===== src/rtl/seg_pkg.sv =====
package seg_pkg;
    localparam int VA_W       = 32;
    localparam int HALF_W     = 16;
    localparam int MODE_W     = 3;
    localparam int BASE_W     = 12;
    localparam int BASE_SHIFT = VA_W - BASE_W;
    localparam int NUM_REGS   = 3;
    localparam int IDX_W      = 2;
    localparam int KWIN_BITS  = 29;
    localparam int UWIN_BITS  = 30;

    typedef enum logic [1:0] {
        PRIV_KERN = 2'd0,
        PRIV_SUPV = 2'd1,
        PRIV_USER = 2'd2,
        PRIV_ERRL = 2'd3
    } priv_e;

    typedef enum logic [1:0] {
        OUT_UNMAP   = 2'd0,
        OUT_TLB     = 2'd1,
        OUT_ADDRERR = 2'd2
    } outcome_e;

    typedef struct packed {
        logic [BASE_W-1:0] base;
        logic              bypass;
        logic [MODE_W-1:0] mode;
    } wincfg_t;

    // Outcome of an access mode for kernel, supervisor or user level.
    function automatic outcome_e mode_outcome(input logic [MODE_W-1:0] mode,
                                              input priv_e lvl);
        outcome_e r;
        unique case (mode)
            3'd0: r = (lvl == PRIV_KERN) ? OUT_UNMAP : OUT_ADDRERR;
            3'd1: r = (lvl == PRIV_KERN) ? OUT_TLB   : OUT_ADDRERR;
            3'd2: r = (lvl == PRIV_USER) ? OUT_ADDRERR : OUT_TLB;
            3'd3: r = OUT_TLB;
            3'd4: r = (lvl == PRIV_KERN) ? OUT_UNMAP : OUT_TLB;
            3'd5: r = (lvl == PRIV_USER) ? OUT_ADDRERR : OUT_UNMAP;
            3'd6: r = (lvl == PRIV_KERN) ? OUT_UNMAP : OUT_ADDRERR;
            default: r = OUT_UNMAP;
        endcase
        return r;
    endfunction
endpackage


===== src/rtl/seg_cfg_bank.sv =====
module seg_cfg_bank
    import seg_pkg::*;
#(
    parameter int NUM = NUM_REGS,
    parameter int W   = VA_W,
    parameter logic [NUM*W-1:0] RESET_VAL = '0
) (
    input  logic               clk,
    input  logic               rst_n,
    input  logic               we,
    input  logic [IDX_W-1:0]   idx,
    input  logic [W-1:0]       wdata,
    output logic [NUM*W-1:0]   cfg_flat
);
    logic [W-1:0] cfg_d [NUM];
    logic [W-1:0] cfg_q [NUM];

    for (genvar g = 0; g < NUM; g++) begin : g_reg
        always_comb begin
            cfg_d[g] = cfg_q[g];
            if (we && (int'(idx) == g)) cfg_d[g] = wdata;
        end

        always_ff @(posedge clk or negedge rst_n) begin
            if (!rst_n) cfg_q[g] <= RESET_VAL[g*W +: W];
            else        cfg_q[g] <= cfg_d[g];
        end

        assign cfg_flat[g*W +: W] = cfg_q[g];
    end

    assert_ignored_slot_R8: assert property (@(posedge clk) disable iff (!rst_n)
        (we && (int'(idx) >= NUM)) |=> $stable(cfg_flat));
endmodule


===== src/rtl/seg_route.sv =====
module seg_route
    import seg_pkg::*;
(
    input  logic [2:0]             addr_top,
    input  logic [NUM_REGS*VA_W-1:0] cfg_flat,
    output wincfg_t                sel,
    output logic [VA_W-1:0]        size_mask
);
    localparam logic [VA_W-1:0] KMASK = (VA_W'(1) << KWIN_BITS) - 1;
    localparam logic [VA_W-1:0] UMASK = (VA_W'(1) << UWIN_BITS) - 1;

    logic [VA_W-1:0] r0, r1, r2;
    assign r0 = cfg_flat[0*VA_W +: VA_W];
    assign r1 = cfg_flat[1*VA_W +: VA_W];
    assign r2 = cfg_flat[2*VA_W +: VA_W];

    always_comb begin
        if (!addr_top[2]) begin
            sel       = addr_top[1] ? r2[HALF_W-1:0] : r2[VA_W-1:HALF_W];
            size_mask = UMASK;
        end else begin
            unique case (addr_top[1:0])
                2'b00:   sel = r1[VA_W-1:HALF_W];
                2'b01:   sel = r1[HALF_W-1:0];
                2'b10:   sel = r0[VA_W-1:HALF_W];
                default: sel = r0[HALF_W-1:0];
            endcase
            size_mask = KMASK;
        end
    end
endmodule


===== src/rtl/seg_policy.sv =====
module seg_policy
    import seg_pkg::*;
(
    input  wincfg_t         win,
    input  priv_e           priv,
    input  logic [VA_W-1:0] addr,
    input  logic [VA_W-1:0] size_mask,
    output outcome_e        kind,
    output logic [VA_W-1:0] paddr
);
    logic [VA_W-1:0] base_full;
    priv_e           lvl;

    assign base_full = {win.base, {BASE_SHIFT{1'b0}}};
    assign lvl       = (priv == PRIV_ERRL) ? PRIV_KERN : priv;

    always_comb begin
        if (priv == PRIV_ERRL && win.bypass) kind = OUT_UNMAP;
        else                                 kind = mode_outcome(win.mode, lvl);
        paddr = (kind == OUT_UNMAP) ? ((base_full & ~size_mask) | (addr & size_mask))
                                    : '0;
    end
endmodule


===== src/rtl/seg_decode_unit.sv =====
module seg_decode_unit
    import seg_pkg::*;
#(
    parameter logic [NUM_REGS*VA_W-1:0] CFG_RESET =
        {32'h000B_400B, 32'h0000_0000, 32'h0002_0001}
) (
    input  logic             clk,
    input  logic             rst_n,
    input  logic             cfg_we,
    input  logic [IDX_W-1:0] cfg_idx,
    input  logic [VA_W-1:0]  cfg_wdata,
    input  logic             req_valid,
    input  logic [VA_W-1:0]  req_addr,
    input  logic [1:0]       req_priv,
    output logic             rsp_valid,
    output logic [1:0]       rsp_kind,
    output logic [VA_W-1:0]  rsp_paddr
);
    typedef struct packed {
        logic            valid;
        outcome_e        kind;
        logic [VA_W-1:0] paddr;
    } rsp_t;

    logic [NUM_REGS*VA_W-1:0] cfg_flat;
    wincfg_t                  win;
    logic [VA_W-1:0]          size_mask;
    outcome_e                 kind_c;
    logic [VA_W-1:0]          paddr_c;
    rsp_t                     rsp_d, rsp_q;

    seg_cfg_bank #(.NUM(NUM_REGS), .W(VA_W), .RESET_VAL(CFG_RESET)) u_bank (
        .clk(clk), .rst_n(rst_n), .we(cfg_we), .idx(cfg_idx),
        .wdata(cfg_wdata), .cfg_flat(cfg_flat)
    );

    seg_route u_route (
        .addr_top(req_addr[VA_W-1:VA_W-3]), .cfg_flat(cfg_flat),
        .sel(win), .size_mask(size_mask)
    );

    seg_policy u_policy (
        .win(win), .priv(priv_e'(req_priv)), .addr(req_addr),
        .size_mask(size_mask), .kind(kind_c), .paddr(paddr_c)
    );

    always_comb begin
        rsp_d       = '0;
        rsp_d.valid = req_valid;
        if (req_valid) begin
            rsp_d.kind  = kind_c;
            rsp_d.paddr = paddr_c;
        end
    end

    always_ff @(posedge clk or negedge rst_n) begin
        if (!rst_n) rsp_q <= '0;
        else        rsp_q <= rsp_d;
    end

    assign rsp_valid = rsp_q.valid;
    assign rsp_kind  = rsp_q.kind;
    assign rsp_paddr = rsp_q.paddr;

    assert_resp_follows_R2: assert property (@(posedge clk) disable iff (!rst_n)
        req_valid |=> rsp_valid);
    assert_idle_follows_R2: assert property (@(posedge clk) disable iff (!rst_n)
        !req_valid |=> !rsp_valid);
    assert_kernel_no_err_R9: assert property (@(posedge clk) disable iff (!rst_n)
        (req_valid && (req_priv == PRIV_KERN || req_priv == PRIV_ERRL))
        |=> (rsp_kind != OUT_ADDRERR));
    assert_pa_zero_R7: assert property (@(posedge clk) disable iff (!rst_n)
        (rsp_valid && rsp_kind != OUT_UNMAP) |-> (rsp_paddr == '0));
    assert_pa_offset_R7: assert property (@(posedge clk) disable iff (!rst_n)
        (rsp_valid && rsp_kind == OUT_UNMAP)
        |-> (rsp_paddr[KWIN_BITS-1:0] == $past(req_addr[KWIN_BITS-1:0])));
endmodule


===== config.mk =====
export PLATFORM = sky130hd
export DESIGN_NAME = seg_decode_unit
export DESIGN_NICKNAME = d
export VERILOG_FILES = /design/src/rtl/seg_pkg.sv /design/src/rtl/seg_cfg_bank.sv /design/src/rtl/seg_route.sv /design/src/rtl/seg_policy.sv /design/src/rtl/seg_decode_unit.sv
export SDC_FILE = /design/constraint.sdc
export NUM_CORES = 1
export LEC_CHECK = 0
export BUFFER_PORTS_ARGS = -buffer_cell sky130_fd_sc_hd__buf_2
export CAP_MARGIN = 5
export CORE_MARGIN = 8
export CORE_UTILIZATION = 40
export DETAILED_ROUTE_END_ITERATION = 10
export PLACE_DENSITY = 0.65
export SLEW_MARGIN = 15
export SYNTH_ARGS = -nofsm -noshare
export SYNTH_HDL_FRONTEND = slang
export SYNTH_SLANG_ARGS = --single-unit

===== constraint.sdc =====
create_clock -name clk -period 2.6 [get_ports clk]
set_input_delay 0.52 -clock clk [delete_from_list [all_inputs] [get_ports clk]]
set_output_delay 0.52 -clock clk [all_outputs]
set_load 0.005 [all_outputs]

== After elaboration in Yosys (flattened, before gate mapping) ==
Cells that the tools add are included.
Widths: inputs -> output; s select.
Word-level totals
  register bits after elaboration: 131
  output and inout bits: 35
  logic and storage cells: 46
  input port bits: 72
Operators by class
  reduce and logical (&&, ||, !) cells: 10
  multiplexer cells: 14
  equality and inequality tests: 12
  bitwise operators: 4
Operators by type and width (count)
  $pmux 16 s3: 1
  $mux 34: 1
  $and 32x30->32: 1
  $and 32x32->32: 1
  $mux 16: 2
  $mux 32: 1
  $not 30->32: 1
  $or 32x32->32: 1
  $mux 30: 1
  $mux 2: 6
  $pmux 2 s6: 1
  $eq 2x2->1 const B: 5
  $eq 3x3->1 const B: 3
  $logic_not 2->1: 4
  $eq 3x2->1 const B: 2
  $logic_and 1x1->1: 4
  $eq 3x1->1 const B: 1
  $logic_not 3->1: 1
  $eq 2x1->1 const B: 1
  $reduce_or 2->1: 1
  $mux 1: 1

== Depth between registers and ports, before layout ==
  depth in word-level cells: 10
  depth in mapped cells: 8
  mapped depth without buffers: 6

== Hierarchy ==
Synthesis repeated with hierarchy kept, for this count alone.
Second synthesis, totals
  cells, all modules: 456
  area total of the unflattened synthesis: 6627.6 sq um
Modules (own cells, without submodules)
  seg_cfg_bank: area an instance 3637.2 sq um, instances 1, seq. area each 2413.6 sq um, cells each 204
  seg_decode_unit: area an instance 1146.1 sq um, instances 1, seq. area each 875.8 sq um, cells each 72
  seg_route: area an instance 1083.5 sq um, instances 1, seq. area each 0.0 sq um, cells each 90
  seg_policy: area an instance 760.7 sq um, instances 1, seq. area each 0.0 sq um, cells each 90

== Worst setup path before layout ==
No wires, ideal clock.
  kind: input -> register
  start point: input port req_addr[29]
  end point: register rsp_q (netlist bit rsp_paddr[31])
  buffers on the path: 3
  data arrival time: 2.179 ns
  data required time: 2.480 ns
  library setup time: 0.120 ns
  cell stages on the path: 8
  path slack: 0.301 ns
  cell sequence: buf_6 -> buf_12 -> mux2_4 -> mux4_2 -> o211a_1 -> o211ai_4 -> buf_6 -> nor2_2
RTL lines
  start: declaration: line seg_decode_unit.sv:13  | input logic [VA_W-1:0] req_addr,
  end signal: assignment: line seg_decode_unit.sv:58  | else rsp_q <= rsp_d;
  end: declaration: line seg_decode_unit.sv:30  | rsp_t rsp_d, rsp_q;

==> insert_results.sql <==
INSERT INTO impl_metrics (metric_group, metric, value, unit) VALUES
('critical_path', 'r2r_cells', '6', ''),
('synth', 'synth_compound_area_frac', '0.0359', ''),
('timing', 'tightestPinTransition', '929', 'ps'),
('critical_path', 'cp_data_arrival_time', '2400', 'ps'),
('clocking', 'cts_hold_buf', '0', ''),
('clocking', 'tritoncts', 'yes', ''),
('outcome', 'run_status', 'finished, final reports clean', ''),
('synth', 'post_synthesis_cell_count', '244', ''),
('synth', 'post_synth_and_or_nand_nor_area_fraction', '0.0843', ''),
('synth', 'synth-edff-count', '0', ''),
('clocking', 'tritoncts.num_buffers', '9', ''),
('timing', 'max_clk_rate', '457', 'MHz'),
('routing', 'wl_per_cell', '14.9', 'microns'),
('critical_path', 'critical_path_class', 'input pin to flop', ''),
('synth', 'combinational_family_with_the_most_area_after_synthesis', 'multiplexers', ''),
('synth', 'synth_top_cells_by_area', 'sky130_fd_sc_hd__dfrtp_1 50%, sky130_fd_sc_hd__mux2_2 14%, sky130_fd_sc_hd__dfstp_2 7.2%, sky130_fd_sc_hd__nor2_2 5.7%, sky130_fd_sc_hd__mux4_2 4.1%', ''),
('cells_and_area', 'num-nets-final', '414', ''),
('clocking', 'clock_insertion_delay_worst_skew', '330', 'ps'),
('power', 'power.static_leakage', '2.07', 'nW'),
('clocking', 'postCtsSetupRepairBufs', '0', ''),
('floorplanning', 'floorplan.die.height', '107', 'microns'),
('place', 'post-place-cells', '434', ''),
('floorplanning', 'initial_utilization', '0.405', ''),
('clocking', 'htreeDepth', '3', ''),
('flow_run', 'cap_violations', '0', ''),
('synth', 'postSynthNetCount', '318', ''),
('power', 'max-vdd-ir-drop', '0.265', 'mV'),
('routing', 'drt_first_iter_violations', '81', ''),
('synth', 'yosysWarnings', '0', ''),
('critical_path', 'crit_path_max_fanout', '16', ''),
('place', 'buffer_ports.inserted', '88', ''),
('synth', 'synth-seq-cells', '75', ''),
('cells_and_area', 'area_growth', '22.9', '%'),
('hold_path', 'min_path_type', 'input pin to async pin', ''),
('place', 'gpl.final_weighted_congestion', '0.759', ''),
('synth', 'yosys.cell_types.count', '32', ''),
('timing', 'final_clock_skew', '9.90', 'ps'),
('critical_path', 'start_kind', 'input pin', ''),
('cells_and_area', 'register_area', '0.00189', 'sq mm'),
('timing', 'final.period_utilization', '0.841', ''),
('clocking', 'cts-resized-gates', '0', ''),
('cells_and_area', 'multi_input_combinational_cell_area', '0.00118', 'sq mm'),
('synth', 'synth.top_cells.by_count', '66 x sky130_fd_sc_hd__dfrtp_1, 42 x sky130_fd_sc_hd__mux2_2, 35 x sky130_fd_sc_hd__inv_1, 30 x sky130_fd_sc_hd__nor2_2, 9 x sky130_fd_sc_hd__dfstp_2', ''),
('grt', 'globalRoute.totalOverflow', '0', ''),
('timing', 'setup_repair_after_global_routing_missed_its_margin', 'false', ''),
('timing', 'setup-tns-final', '0', 'ps'),
('synth', 'syn-cell-area', '0.00328', 'sq mm'),
('synth', 'post_synth_xor_area_fraction', '0', ''),
('clocking', 'cts.root.buffer_cell', 'sky130_fd_sc_hd__clkbuf_8', ''),
('floorplanning', 'num_io_pins', '107', ''),
('cells_and_area', 'drive_above_1_share', '0.586', ''),
('synth', 'synth.yosys.seq_area_share', '0.576', ''),
('routing', 'firstDrtPassIters', '4', ''),
('critical_path', 'cp-end-kind', 'flop', ''),
('timing', 'slew_headroom', '0.381', ''),
('clocking', 'sinks_on_the_clock_net', '75', ''),
('floorplanning', 'core', '0.00809', 'sq mm'),
('place', 'dp_hpwl', '4.86', 'mm'),
('grt', 'grt_max_degree', '76', ''),
('floorplanning', 'dieArea', '0.0114', 'sq mm'),
('grt', 'grt.total_usage', '0.122', ''),
('cells_and_area', 'fillers', '768', ''),
('synth', 'synth_top_cell_area_share', '0.504', ''),
('clocking', 'number_of_buffers_on_the_longest_clock_path', '2', ''),
('timing', 'finalMaxSlewViolations', '0', ''),
('synth', 'fraction_of_the_mapped_netlist_area_in_adder_cells', '0.00763', ''),
('floorplanning', 'die_width', '107', 'microns'),
('critical_path', 'critPathRequiredTime', '2810', 'ps'),
('synth', 'post-synth-top-area-cell', 'sky130_fd_sc_hd__dfrtp_1', ''),
('timing', 'final_hold_viol_count', '0', ''),
('synth', 'postSynth.asyncResetShare', '1.00', '');
==> stage by stage <==
| stage | instance area [sq um] | util | hold WS (ps) | worst slack [ps] | power [mW] |
|---|---|---|---|---|---|
| final | 4030 | 0.498 | 317 | 414 | 2.82 |
| after global routing | 4030 | 0.498 | 347 | 339 | 2.99 |
| after floorplan | 3280 | - | 224 | 301 | 1.83 |
| after detailed placement | 3850 | 0.476 | 495 | 51.6 | 2.06 |
| after global placement | 3850 | 0.476 | 482 | 73.3 | 2.03 |
| after CTS | 4030 | 0.498 | 348 | 409 | 2.87 |
==> where the power goes <==
| part | internal, mW | leakage, nW | switching, mW |
|---|---|---|---|
| clock | 0.374 | 0.0820 | 0.426 |
| sequential | 1.36 | 0.935 | 0.0730 |
| combinational | 0.315 | 1.06 | 0.271 |
| total | 2.05 | 2.07 | 0.770 |
==> worst paths after layout <==
| kind | startpoint | endpoint | slack [ps] |
|---|---|---|---|
| min in group clk | req_valid | rsp_valid | 370 |
| min | rst_n | u_bank.cfg_flat[32] | 320 |
| max reg2reg | u_bank.cfg_flat[49] | rsp_paddr[31] | 560 |
| max in group asynchronous | rst_n | rsp_paddr[21] | 1680 |
| max | req_addr[29] | rsp_paddr[31] | 410 |
| min reg2reg | u_bank.cfg_flat[32] | u_bank.cfg_flat[32] | 510 |
==> critical path, cell delays in order <==
cell	delay, ps
sky130_fd_sc_hd__buf_2	260
sky130_fd_sc_hd__mux2_4	330
sky130_fd_sc_hd__mux4_2	510
sky130_fd_sc_hd__o211a_1	260
sky130_fd_sc_hd__o211ai_4	250
sky130_fd_sc_hd__buf_12	200
sky130_fd_sc_hd__nor2_2	50
==> registers in the layout (all words and copies together), names as in the netlist <==
name and cells:
rsp_kind 2, rsp_paddr 32, rsp_valid 1, u_bank.cfg_flat 40
==> logic make-up after synthesis <==
kind of cell,after synthesis
buffers and inverters,45
flip-flops,75
AO/OA/AOI/OAI,15
multiplexers,61
AND/OR/NAND/NOR,46
adder cells (fa/ha/maj),2
==> layout by cell type (no fill, tap or decap), types with 2 or more instances in the layout <==
cell type                    Yosys  routed
sky130_fd_sc_hd__buf_2           1      87
sky130_fd_sc_hd__dfrtp_1        66      66
sky130_fd_sc_hd__mux2_2         42      42
sky130_fd_sc_hd__inv_1          35      35
sky130_fd_sc_hd__nor2_2         30      30
sky130_fd_sc_hd__clkbuf_8        0      10
sky130_fd_sc_hd__dfstp_2         9       9
sky130_fd_sc_hd__mux2i_1         8       8
sky130_fd_sc_hd__mux4_2          6       6
sky130_fd_sc_hd__nor2_1          6       6
sky130_fd_sc_hd__buf_4           0       6
sky130_fd_sc_hd__a21oi_1         5       5
sky130_fd_sc_hd__mux2_4          3       3
sky130_fd_sc_hd__clkinvlp_4      0       3
sky130_fd_sc_hd__mux2_1          2       2
sky130_fd_sc_hd__o211a_1         2       2
sky130_fd_sc_hd__a211oi_1        2       2
sky130_fd_sc_hd__nor3_1          2       2
sky130_fd_sc_hd__nand3b_1        2       2
sky130_fd_sc_hd__ha_1            2       2
sky130_fd_sc_hd__buf_12          1       2
==> per-layer routing <==
metal	global-route usage	vias up	share of wire
met2	0.211	45	0.52
met5	0	-	0
li1	-	1000	-
met4	0.0573	0	0.017
met1	0.138	1025	0.41
met3	0.0321	8	0.050
==> area by class of cell <==
cell class | count | share of cell area
Multi-Input combinational cell | 124 | 0.293
Sequential cell | 75 | 0.469
Timing Repair Buffer | 95 | 0.129
Tap cell | 105 | 0.0326
Clock buffer | 11 | 0.0351
Inverter | 35 | 0.0326
Clock inverter | 5 | 0.00901
Power figures use the tool's default switching activity.
